<file path="src/rtl/pwr_seq_ctrl.sv">
module pwr_seq_ctrl #(
  parameter int STAB_CYCLES = 16
) (
  input  logic       clk,
  input  logic       rst_n,
  input  logic       cfg_we,
  input  logic [1:0] cfg_sel,
  input  logic       sleep_cmd,
  input  logic       wake_cmd,
  input  logic       irq_clr,
  output logic [2:0] pm_state,
  output logic [1:0] sel_rd,
  output logic       rf_en,
  output logic       osc_en,
  output logic       vreg_en,
  output logic       ret_en,
  output logic       ctx_valid,
  output logic       wake_irq
);
  localparam int CW = (STAB_CYCLES > 2) ? $clog2(STAB_CYCLES) : 1;
  localparam logic [CW-1:0] LAST = CW'(STAB_CYCLES - 1);

  localparam logic [2:0] S_ACT  = 3'd0;
  localparam logic [2:0] S_STBY = 3'd1;
  localparam logic [2:0] S_DEEP = 3'd2;
  localparam logic [2:0] S_PDN  = 3'd3;
  localparam logic [2:0] S_WAKE = 3'd4;

  logic [2:0]    st_q, st_d;
  logic [CW-1:0] cnt_q, cnt_d;
  logic [1:0]    sel_q;
  logic          irq_q;
  logic          wake_done;

  assign wake_done = (st_q == S_WAKE) && (cnt_q == LAST);

  always_comb begin
    st_d  = st_q;
    cnt_d = cnt_q;
    case (st_q)
      S_ACT: if (sleep_cmd) begin
        if (sel_q == 2'b01)      st_d = S_DEEP;
        else if (sel_q == 2'b11) st_d = S_PDN;
        else                     st_d = S_STBY;
      end
      S_STBY, S_DEEP: if (wake_cmd) begin
        st_d  = S_WAKE;
        cnt_d = '0;
      end
      S_WAKE: if (wake_done) st_d = S_ACT;
              else           cnt_d = cnt_q + 1'b1;
      S_PDN: st_d = S_PDN;
      default: st_d = S_ACT;
    endcase
  end

  always_ff @(posedge clk or negedge rst_n) begin
    if (!rst_n) begin
      st_q  <= S_ACT;
      cnt_q <= '0;
      sel_q <= 2'b00;
      irq_q <= 1'b0;
    end else begin
      st_q  <= st_d;
      cnt_q <= cnt_d;
      if (cfg_we && st_q == S_ACT) sel_q <= cfg_sel;
      if (wake_done)    irq_q <= 1'b1;
      else if (irq_clr) irq_q <= 1'b0;
    end
  end

  assign pm_state  = st_q;
  assign sel_rd    = sel_q;
  assign wake_irq  = irq_q;
  assign rf_en     = (st_q == S_ACT);
  assign osc_en    = (st_q == S_ACT) || (st_q == S_STBY) || (st_q == S_WAKE);
  assign vreg_en   = osc_en;
  assign ret_en    = (st_q != S_PDN);
  assign ctx_valid = (st_q != S_PDN);
endmodule


</file>
<file path="config.mk">
export PLATFORM = sky130hd
export DESIGN_NAME = pwr_seq_ctrl
export DESIGN_NICKNAME = d
export VERILOG_FILES = /design/src/rtl/pwr_seq_ctrl.sv
export SDC_FILE = /design/constraint.sdc
export NUM_CORES = 1
export LEC_CHECK = 0
export CORE_AREA = 2 2 39 41
export CTS_BUF_LIST = sky130_fd_sc_hd__clkbuf_16
export DETAILED_ROUTE_END_ITERATION = 6
export DIE_AREA = 0 0 41 43
export GPL_ROUTABILITY_DRIVEN = 0
export PLACE_DENSITY_LB_ADDON = 0.12
export SLEW_MARGIN = 20
export SYNTH_ARGS = -nofsm -noshare
export SYNTH_HDL_FRONTEND = slang
export SYNTH_SLANG_ARGS = --single-unit
</file>
<file path="constraint.sdc">
create_clock -name clk -period 2.8 [get_ports clk]
set_input_delay 0.42 -clock clk [delete_from_list [all_inputs] [get_ports clk]]
set_output_delay 0.42 -clock clk [all_outputs]
set_load 0.05 [all_outputs]
</file>
==> impl_results.md <==
- Outcome: complete, no violations
- Number of fillers in the final layout: 137
- Net load switching power: 482 uW
- Number of flops mapped to enable cells by yosys: 0
- DR DRC count: 0
- Area share of and/or/nand/nor cells after synthesis: 0.157
- Pre-Repair DR Iteration Count: 4
- Number of buffers inserted by hold repair at cts: 0
- Final period demand of the worst path: 2.27 ns
- P&R area growth vs syn: 46.5%
- Vert. Die Dim: 43 um
- Sequential share of power: 0.264
- Number of hold-slack violations in the final timing report: 0
- Final clock period utilization by the worst path: 0.809
- Setup slack, reg-to-reg: 1.47 ns
- Area share of the largest cell type after synthesis: 0.469
- Number of H-tree levels: 1
- Adder-Cell Fraction of Synth Area: 0.0235
- Distinct cells, synth: 25
- Timing-limited maximum frequency: 441 MHz
- Die extent in x: 41 um
- Core region area: 1380 um2
- Critical Path Source Type: flip-flop
- Sum of routed wire length over all layers: 938 um
- Number of nets in the layout: 82
- Summed instance area of the synthesized netlist: 533 um2
- Largest buffer count on any clock path: 2
- Leading cell type by number of instances after synthesis: sky130_fd_sc_hd__dfrtp_1
- RSZ-0062 raised after global routing: no
- Worst R2R Start: pm_state[1]
- WL per Instance: 10.7 um
- Placement Rows: 14
- Initial antenna violation count: 0
- Worst Path Max Fanout: 11
- Count of buffers added by post-CTS timing repair for setup: 0
- Relative max-transition margin: 0.670
- Number of instances in the synthesized netlist: 54
- HPWL reported at the end of detailed placement: 719 um
- Detailed-route vias per instance: 4.91
- HP Class: primary input to async pin
- Post-synthesis mux area share: 0.0423
- Net count of the mapped netlist: 63
- Share of synthesized area occupied by flip-flops and latches: 0.469
- Crit path setup slack, layout: 0.534 ns
- Switching part of the total power: 0.445
- Slew of the pin with the lowest slew margin: 0.494 ns
- Reported max-cap violation count: 0
- Area fraction in compound gates after synthesis: 0.181
- Number of sinks driven by the clock tree: 10
- Data required time at the worst endpoint: 2.38 ns
- Count of antenna-violating nets left after detailed routing: 0
- Seq cells post-synth: 10
- Ranking of synthesized cells by instance count: sky130_fd_sc_hd__dfrtp_1 (10), sky130_fd_sc_hd__inv_1 (5), sky130_fd_sc_hd__nand3_1 (5), sky130_fd_sc_hd__o21ai_0 (5), sky130_fd_sc_hd__a21oi_1 (4)
- Arrival time worst endpoint: 1.85 ns
- Die area: 1760 um2
- CTS Root Cell: sky130_fd_sc_hd__clkbuf_16
- Area share of xor/xnor cells in the synthesized design: 0.0329
- Final sum of negative setup slack: 0 ns
- Worst-Skew Late Latency: 0.24 ns
- Clk pin slew, worst setup/hold paths: 0.04 ns
- Kind of end point of the critical path: primary output
- Cell-internal power: 600 uW
- Largest net degree at the start of global routing: 12
- Average size of a mapped cell: 9.87 um2
- Clock Skews: 0.00329 ns
- Top cells by area, synth: sky130_fd_sc_hd__dfrtp_1 (47%), sky130_fd_sc_hd__nand3_1 (4.7%), sky130_fd_sc_hd__o21ai_0 (4.7%)
- Leak: 0.320 nW
- Maximum resistive drop on vdd: 0.000641 V
- First-pass GRT wire length: 1670 um
- Yosys top cell by area: sky130_fd_sc_hd__dfrtp_1
- Share of layout cells above drive strength 1: 0.0833
- Power share of the clock group: 0.233
- Share of power burned in combinational logic: 0.503
- Number of I/O pins: 19
- Vias after detailed routing: 432
- Main synth FF type: sky130_fd_sc_hd__dfrtp_1
- Final Hold Slack: 0.494 ns
- CTS-repair resized insts: 0
- Largest family of logic cells by synthesized area: compound AO/OA/AOI/OAI gates
- Ratio of total power to cell area: 1390 nW/um2
- Clock buffer count from CTS: 3
- FF-to-FF path depth: 3
- Antenna Cells: 0
- Asr flop ratio synth: 1.00
- TritonCTS clock tree: yes
- Crit Path Class: flip-flop to primary output
- Final global-route overflow total: 0
- # port buffers: 18
- RR Endpoint: cnt_q[2]
- Worst slack at placement: 0.771 ns
- Final number of setup-violating endpoints: 0
- Tot GR Track Use: 0.141
- Effective utilization at floorplan: 0.385
- Count of warnings emitted by yosys: 0
- Final Max Tran Viols: 0
- Final Total Pwr: 1.08 mW
- Vias in the first global route: 375
- 1st-iter DRT viols: 3
==> critical path, cell delays in order (launching register included) <==
cell and delay, ns:
sky130_fd_sc_hd__dfrtp_1 0.48, sky130_fd_sc_hd__nor3_1 0.28, sky130_fd_sc_hd__clkdlybuf4s50_1 0.85
==> cell families after synthesis <==
logic type / Yosys count
DFF: 10
and+or+nand+nor: 14
AOI/OAI and AO/OA: 16
xor gates and xnor gates: 2
muxes: 2
adders and majority gates: 1
buffers and inverters: 9
==> power groups by stage <==
| stage | clock network, mW | registers (mW) | logic, mW |
|---|---|---|---|
| 2_1_floorplan | 0 | 0.366 | 0.328 |
| 3_3_place_gp | 0 | 0.285 | 0.549 |
| 3_5_place_dp | 0 | 0.287 | 0.549 |
| 4_1_cts | 0.257 | 0.285 | 0.550 |
| 5_1_grt | 0.265 | 0.303 | 0.589 |
| 6_report | 0.252 | 0.286 | 0.544 |
==> cell type report <==
cell class              instances  area [um2]  share of cell area
repair buffers                 18         180               0.231
clock buffers                   3        75.1              0.0962
multi-input cells              35         233               0.298
well taps                      16        20.0              0.0256
inverters                       5        18.8              0.0240
clock inverters                 1        3.75             0.00481
flip-flops and latches         10         250               0.321
==> stage by stage <==
stage	area, um2	utilization	instances
after floorplan	533	-	54
after global placement	702	0.507	84
after detailed placement	702	0.507	84
after CTS	781	0.564	88
after global routing	781	0.564	88
final	781	0.564	88
==> worst max-delay path by stage <==
| stage | startpoint | to | slack, ns |
|---|---|---|---|
| floorplan | pm_state[0] | sel_rd[0] | 0.23 |
| finish | pm_state[1] | rf_en | 0.53 |
| detailed placement | pm_state[1] | rf_en | 0.77 |
| global route | pm_state[1] | rf_en | 0.41 |
| global placement | pm_state[1] | rf_en | 0.79 |
| CTS | pm_state[1] | rf_en | 0.52 |
==> state kept, by name, summed over array words and instances (netlist names) <==
signal and flops:
sel_rd 2, cnt_q 4, pm_state 3, wake_irq 1
==> layer usage <==
layer  track usage  part of all wire  vias up
met3        0.0314             0.065        3
li1              -                 -      227
met5             0                 0        -
met1         0.205              0.48      189
met2         0.178              0.43       13
met4         0.100             0.022        0
==> layout by cell type (no fill, tap or decap), types with 2 or more instances in the layout <==
master                            instances
sky130_fd_sc_hd__clkdlybuf4s50_1         18
sky130_fd_sc_hd__dfrtp_1                 10
sky130_fd_sc_hd__nand3_1                  5
sky130_fd_sc_hd__inv_1                    5
sky130_fd_sc_hd__o21ai_0                  5
sky130_fd_sc_hd__a21oi_1                  4
sky130_fd_sc_hd__nand2b_1                 3
sky130_fd_sc_hd__clkbuf_16                3
sky130_fd_sc_hd__mux2_2                   2
sky130_fd_sc_hd__o22ai_1                  2
Note: power is estimated with default switching activity, not from simulation.
